==> src/rtl/crc_ser_pkg.sv <==
package crc_ser_pkg;

  localparam int unsigned REG_W = 32;
  localparam int unsigned CNT_W = $clog2(REG_W);

  typedef enum logic [1:0] {
    GEN_C12   = 2'd0,
    GEN_C16   = 2'd1,
    GEN_CCITT = 2'd2,
    GEN_C32   = 2'd3
  } gen_sel_e;

  typedef enum logic [1:0] {
    ST_IDLE,
    ST_DATA,
    ST_FCS,
    ST_DONE
  } frame_st_e;

  // Generator terms below the leading one.
  function automatic logic [REG_W-1:0] gen_taps(gen_sel_e s);
    case (s)
      GEN_C12:   return 32'h0000_080F;
      GEN_C16:   return 32'h0000_8005;
      GEN_CCITT: return 32'h0000_1021;
      default:   return 32'h04C1_1DB7;
    endcase
  endfunction

  function automatic logic [5:0] gen_width(gen_sel_e s);
    case (s)
      GEN_C12:   return 6'd12;
      GEN_C16:   return 6'd16;
      GEN_CCITT: return 6'd16;
      default:   return 6'd32;
    endcase
  endfunction

  function automatic logic [REG_W-1:0] width_mask(gen_sel_e s);
    case (s)
      GEN_C12:   return 32'h0000_0FFF;
      GEN_C16:   return 32'h0000_FFFF;
      GEN_CCITT: return 32'h0000_FFFF;
      default:   return 32'hFFFF_FFFF;
    endcase
  endfunction

  function automatic logic msb_pick(logic [REG_W-1:0] r, gen_sel_e s);
    case (s)
      GEN_C12:   return r[11];
      GEN_C16:   return r[15];
      GEN_CCITT: return r[15];
      default:   return r[31];
    endcase
  endfunction

  // One division step: feed a bit in at the top of the register.
  function automatic logic [REG_W-1:0] lfsr_step(logic [REG_W-1:0] r, logic b, gen_sel_e s);
    logic [REG_W-1:0] nxt;
    nxt = (r << 1) & width_mask(s);
    if (msb_pick(r, s) ^ b) nxt = nxt ^ gen_taps(s);
    return nxt;
  endfunction

  // Plain shift used while the check sequence is sent out.
  function automatic logic [REG_W-1:0] drain_step(logic [REG_W-1:0] r, gen_sel_e s);
    return (r << 1) & width_mask(s);
  endfunction

endpackage

==> src/rtl/crc_shift_core.sv <==
module crc_shift_core
  import crc_ser_pkg::*;
(
  input  logic             clk,
  input  logic             rst_n,
  input  logic             clear,
  input  logic             step_en,
  input  logic             step_bit,
  input  logic             drain_en,
  input  gen_sel_e         gen,
  output logic [REG_W-1:0] crc_q,
  output logic             next_zero
);

  logic [REG_W-1:0] crc_d;

  always_comb begin
    crc_d = crc_q;
    if (clear)         crc_d = '0;
    else if (step_en)  crc_d = lfsr_step(crc_q, step_bit, gen);
    else if (drain_en) crc_d = drain_step(crc_q, gen);
  end

  assign next_zero = (crc_d == '0);

  always_ff @(posedge clk) begin
    if (!rst_n) crc_q <= '0;
    else        crc_q <= crc_d;
  end

  // bits above the selected degree never become set
  p_upper_clear_r3: assert property (@(posedge clk) disable iff (!rst_n)
    (crc_q & ~width_mask(gen)) == '0);

  // with no shift request the remainder holds
  p_hold_idle_r7: assert property (@(posedge clk) disable iff (!rst_n)
    (!clear && !step_en && !drain_en) |=> $stable(crc_q));

  // a clear leaves an empty remainder
  p_clear_zero_r2: assert property (@(posedge clk) disable iff (!rst_n)
    clear |=> (crc_q == '0));

endmodule

==> src/rtl/crc_frame_ctrl.sv <==
module crc_frame_ctrl
  import crc_ser_pkg::*;
(
  input  logic             clk,
  input  logic             rst_n,
  input  logic             sof,
  input  logic             mode_in,
  input  gen_sel_e         gen_in,
  input  logic             din_valid,
  input  logic             din_last,
  input  logic             next_zero,
  output frame_st_e        st_q,
  output gen_sel_e         gen_q,
  output logic             mode_q,
  output logic             clear,
  output logic             step_en,
  output logic             drain_en,
  output logic             done_q,
  output logic             err_q
);

  logic [CNT_W-1:0] fcs_cnt_q;
  logic             frame_end;
  logic             drain_end;

  assign clear     = sof;
  assign step_en   = !sof && (st_q == ST_DATA) && din_valid;
  assign drain_en  = !sof && (st_q == ST_FCS);
  assign frame_end = step_en && din_last;
  assign drain_end = drain_en && (fcs_cnt_q == '0);

  always_ff @(posedge clk) begin
    if (!rst_n) begin
      st_q      <= ST_IDLE;
      gen_q     <= GEN_C12;
      mode_q    <= 1'b0;
      fcs_cnt_q <= '0;
      done_q    <= 1'b0;
      err_q     <= 1'b0;
    end else if (sof) begin
      st_q      <= ST_DATA;
      gen_q     <= gen_in;
      mode_q    <= mode_in;
      fcs_cnt_q <= '0;
      done_q    <= 1'b0;
      err_q     <= 1'b0;
    end else begin
      case (st_q)
        ST_DATA: if (frame_end) begin
          if (mode_q) begin
            st_q   <= ST_DONE;
            done_q <= 1'b1;
            err_q  <= !next_zero;
          end else begin
            st_q      <= ST_FCS;
            fcs_cnt_q <= CNT_W'(gen_width(gen_q) - 6'd1);
          end
        end
        ST_FCS: begin
          if (drain_end) begin
            st_q   <= ST_DONE;
            done_q <= 1'b1;
          end else begin
            fcs_cnt_q <= fcs_cnt_q - 1'b1;
          end
        end
        default: ;
      endcase
    end
  end

  // captured generator holds between strobes
  p_sel_hold_r8: assert property (@(posedge clk) disable iff (!rst_n)
    !sof |=> ($stable(gen_q) && $stable(mode_q)));

  // the drain counter stays inside the generator degree
  p_cnt_bound_r4: assert property (@(posedge clk) disable iff (!rst_n)
    (st_q == ST_FCS) |-> ({1'b0, fcs_cnt_q} < gen_width(gen_q)));

  // the final drain step leads straight to done
  p_drain_done_r5: assert property (@(posedge clk) disable iff (!rst_n)
    drain_end |=> done_q);

  // a transmit frame never reports an error
  p_tx_no_err_r6: assert property (@(posedge clk) disable iff (!rst_n)
    (done_q && !mode_q) |-> !err_q);

endmodule

==> src/rtl/crc_serial_unit.sv <==
module crc_serial_unit
  import crc_ser_pkg::*;
(
  input  logic       clk,
  input  logic       rst_n,
  input  logic [1:0] poly_sel,
  input  logic       chk_mode,
  input  logic       sof,
  input  logic       din,
  input  logic       din_valid,
  input  logic       din_last,
  output logic       fcs_out,
  output logic       fcs_valid,
  output logic       err,
  output logic       done
);

  frame_st_e        st_q;
  gen_sel_e         gen_q;
  logic             mode_q;
  logic             clear;
  logic             step_en;
  logic             drain_en;
  logic             next_zero;
  logic [REG_W-1:0] crc_q;

  crc_frame_ctrl u_ctrl (
    .clk       (clk),
    .rst_n     (rst_n),
    .sof       (sof),
    .mode_in   (chk_mode),
    .gen_in    (gen_sel_e'(poly_sel)),
    .din_valid (din_valid),
    .din_last  (din_last),
    .next_zero (next_zero),
    .st_q      (st_q),
    .gen_q     (gen_q),
    .mode_q    (mode_q),
    .clear     (clear),
    .step_en   (step_en),
    .drain_en  (drain_en),
    .done_q    (done),
    .err_q     (err)
  );

  crc_shift_core u_core (
    .clk       (clk),
    .rst_n     (rst_n),
    .clear     (clear),
    .step_en   (step_en),
    .step_bit  (din),
    .drain_en  (drain_en),
    .gen       (gen_q),
    .crc_q     (crc_q),
    .next_zero (next_zero)
  );

  assign fcs_valid = (st_q == ST_FCS);
  assign fcs_out   = fcs_valid & msb_pick(crc_q, gen_q);

  // done and check output never overlap
  p_done_quiet_r5: assert property (@(posedge clk) disable iff (!rst_n)
    done |-> (!fcs_valid && !fcs_out));

  // data pulses during output do not disturb the drain
  p_fcs_ignores_data_r9: assert property (@(posedge clk) disable iff (!rst_n)
    fcs_valid |-> !step_en);

  // output line is quiet outside the check phase
  p_fcs_zero_r1: assert property (@(posedge clk) disable iff (!rst_n)
    !fcs_valid |-> !fcs_out);

endmodule

==> config.mk <==
export PLATFORM = sky130hd
export DESIGN_NAME = crc_serial_unit
export DESIGN_NICKNAME = d
export VERILOG_FILES = /design/src/rtl/crc_ser_pkg.sv /design/src/rtl/crc_shift_core.sv /design/src/rtl/crc_frame_ctrl.sv /design/src/rtl/crc_serial_unit.sv
export SDC_FILE = /design/constraint.sdc
export NUM_CORES = 1
export LEC_CHECK = 0
export ABC_AREA = 1
export BUFFER_PORTS_ARGS = -buffer_cell sky130_fd_sc_hd__buf_2
export CORE_AREA = 2 2 86 88
export DETAILED_ROUTE_END_ITERATION = 16
export DIE_AREA = 0 0 88 90
export SLEW_MARGIN = 15
export SYNTH_ARGS = -nofsm -noshare
export SYNTH_HDL_FRONTEND = slang
export SYNTH_SLANG_ARGS = --single-unit
==> constraint.sdc <==
create_clock -name clk -period 3.8 [get_ports clk]
set_input_delay 0.57 -clock clk [delete_from_list [all_inputs] [get_ports clk]]
set_output_delay 0.57 -clock clk [all_outputs]
set_load 0.01 [all_outputs]
==> flow_summary.yaml <==
cts:
  root_buffer: "clkbuf_8"
  numCtsBuffers: 5
  cts.sinks: 44
  cts_buffer_depth: 2
  cts-resized-gates: 0
  clk_latency_ns: 0.30
  clk_pin_slew_ns: 0.10
  htreeDepth: 2
  postCtsHoldBufs: 0
  postCtsSetupBuffers: 0
  cts_tree: "built"
worst_setup_path:
  crit_path_start: "u_ctrl.st_q[0]$_SDFFE_PN0P_"
  crit_end: "u_ctrl.err_q$_SDFFE_PP0P_"
  r2r_cells: 15
  r2r_slack_ns: 1.24
  cp_max_fo: 18
  reg2reg_to: "u_ctrl.err_q$_SDFFE_PP0P_"
  critPathRequiredTime_ns: 4.00
  arrival_ns: 2.76
  startpoint_type: "flop"
  rr_startpoint: "u_ctrl.st_q[0]$_SDFFE_PN0P_"
  crit_path_end_kind: "flop"
  path_class: "flop to flop"
route:
  drt_iter0_markers: 228
  ant_nets: 0
  post-route-drc-count: 0
  vias_per_cell: 5.013
  dr.pass1.iters: 5
  drt_wl_total_um: 6938
  via_count: 2652
  wl_per_cell_um: 13.12
place:
  place_ws_ns: 0.9762
  place.gp.congestion: 0.8338
  io_buffer_count: 12
  hpwl_um: 5015
  placed_area_um2: 2804
die:
  die_y_um: 90
  start_util: 0.3800
  core-area_um2: 7020
  row_count: 31
  io_pins: 13
  dieWidth_um: 88
  die-area_um2: 7920
yosys:
  synth_edf_count: 0
  yosys-top-cells-count: "nand2_1, nor2_1, dfxtp_1"
  async_flop_share: 0
  synth_ff_type: "dfxtp_1"
  ys_seq_area_frac: 0.3302
  synth.largest_area_cell: "dfxtp_1"
  yosysUniqueCellTypes: 30
  syn_area_per_cell_um2: 6.306
  yosysMostFrequentCell: "nand2_1"
  synthCells: 423
  synth_area_leaders: "dfxtp_1, nand2_1, nor2_1"
  ys_ff_latch: 44
  syn_nets: 441
  synth_top_area_share: 0.3302
  synth_warnings: 0
  syn-cell-area_um2: 2668
power_and_ir_drop:
  seqPwrFrac: 0.455
  p_sw_frac: 0.3074
  p_comb_frac: 0.190
  leakage_nw: 1.319
  power_density_nw_per_um2: 367.9
  p_int_mw: 0.7439
  power.total_mw: 1.074
  peakVddDrop_uv: 257.5
  clockPowerShare: 0.355
  p_sw_mw: 0.3301
sta:
  slew_viol_final: 0
  timing_hold_violations_final: 0
  period_share: 0.6745
  finalCriticalPeriod_ns: 2.563
  grt_setup_unrepaired: "false"
  setup_tns_ns: 0
  tightest_slew_ns: 0.5119
  holdWs_ns: 0.4607
  report.final.setup_viol: 0
  skew_ns: 0.008408
  setup_ws_ns: 1.237
  relSlewSlack: 0.6584
  max_freq_ghz: 0.3902
global_routing:
  antenna_found_initial: 0
  grt_pass1_vias: 2411
  grt_usage: 0.1848
  grt_max_degree: 22
  grt-ovfl-total: 0
  grt_pass1_wl_um: 11670
run_status:
  status: "complete, no violations"
flow_run:
  cap_violations: 0
final_layout:
  antenna_cells: 0
  final_cell_area_um2: 2919
  synthToLayoutAreaGrowth_pct: 9.428
  final_nets: 447
  drive_above_1_share: 0.07674
worst_hold_path:
  hold-path-cell-count: 2
  min_path_type: "flop to flop"
## final cells by class
class | count | area [um2]
Inverter | 45 | 168.9
Timing Repair Buffer | 15 | 82.58
Clock inverter | 3 | 46.29
Sequential cell | 44 | 880.8
Tap cell | 99 | 123.9
Multi-Input combinational cell | 318 | 1548
Clock buffer | 5 | 68.82
Fill cell | 759 | 4101
## per-layer routing
layer / part of all wire / wire [um] / track usage / vias up
met3: 0.061 / 424 / 0.04316 / 4
met5: 0 / 0 / 0 / -
met2: 0.44 / 3049 / 0.2784 / 74
met4: 0.0082 / 57 / 0.04359 / 0
li1: - / - / - / 1360
met1: 0.49 / 3407 / 0.2658 / 1214
## how the worst min path moves through the flow
stage,start,to
floorplan,u_ctrl.fcs_cnt_q[3]$_SDFFE_PP0P_,u_ctrl.fcs_cnt_q[3]$_SDFFE_PP0P_
global placement,u_ctrl.done_q$_SDFFE_PP0P_,u_ctrl.done_q$_SDFFE_PP0P_
detailed placement,u_ctrl.done_q$_SDFFE_PP0P_,u_ctrl.done_q$_SDFFE_PP0P_
CTS,u_ctrl.done_q$_SDFFE_PP0P_,u_ctrl.done_q$_SDFFE_PP0P_
global route,u_ctrl.done_q$_SDFFE_PP0P_,u_ctrl.done_q$_SDFFE_PP0P_
finish,u_ctrl.done_q$_SDFFE_PP0P_,u_ctrl.done_q$_SDFFE_PP0P_
## stage by stage
stage                     std cells  utilization
after CTS                       529       0.4158
after global routing            529       0.4158
final                           529       0.4158
after detailed placement        521       0.3994
after global placement          521       0.3994
after floorplan                 423            -
## worst max-delay path, stage by stage, from the launching register on
cell      delay [ns]
dfxtp_1         0.38
inv_1           0.06
ha_1            0.21
buf_4           0.22
nand2_4         0.21
inv_2           0.13
nor2_4          0.37
nand2_1         0.09
o211ai_1        0.13
nand2_1         0.08
nor2_1          0.09
nand2_1         0.05
nor2_1          0.14
nand2_1         0.07
nor2_1          0.13
a21oi_1         0.07
## power groups by stage
stage	registers, mW	logic [mW]	clock network, mW
final	0.489	0.204	0.381
after detailed placement	0.499	0.202	0
after global routing	0.491	0.233	0.407
after global placement	0.499	0.203	0
after CTS	0.489	0.203	0.391
after floorplan	0.497	0.157	0
## placed cells by master (no fill, tap or decap), drive strengths merged, types with 3 or more instances in the layout
cell	synthesis	layout
nand2	129	129
nor2	54	54
inv	44	45
dfxtp	44	44
nand3	36	36
o21ai	34	34
a21oi	27	27
buf	6	15
ha	9	9
xor2	8	8
xnor2	5	5
clkbuf	10	5
o211ai	4	4
a31oi	3	3
## kinds of logic (layout without fill, tap and decap cells)
family          count (synthesis)  count (layout)  synth area share
simple gates                  225             225            0.3518
compound gates                 71              71            0.1435
buf+inv                        61              68           0.08959
flops                          44              44            0.3302
xor+xnor                       13              13           0.04268
fa+ha+maj                       9               9           0.04221
## state kept, by name, indices dropped and copies added, names as in the netlist
register          count
u_ctrl.err_q          1
u_core.crc_q         32
u_ctrl.fcs_cnt_q      5
u_ctrl.mode_q         1
u_ctrl.done_q         1
u_ctrl.st_q           2
u_ctrl.gen_q          2
(Power assumes the default switching activity.)
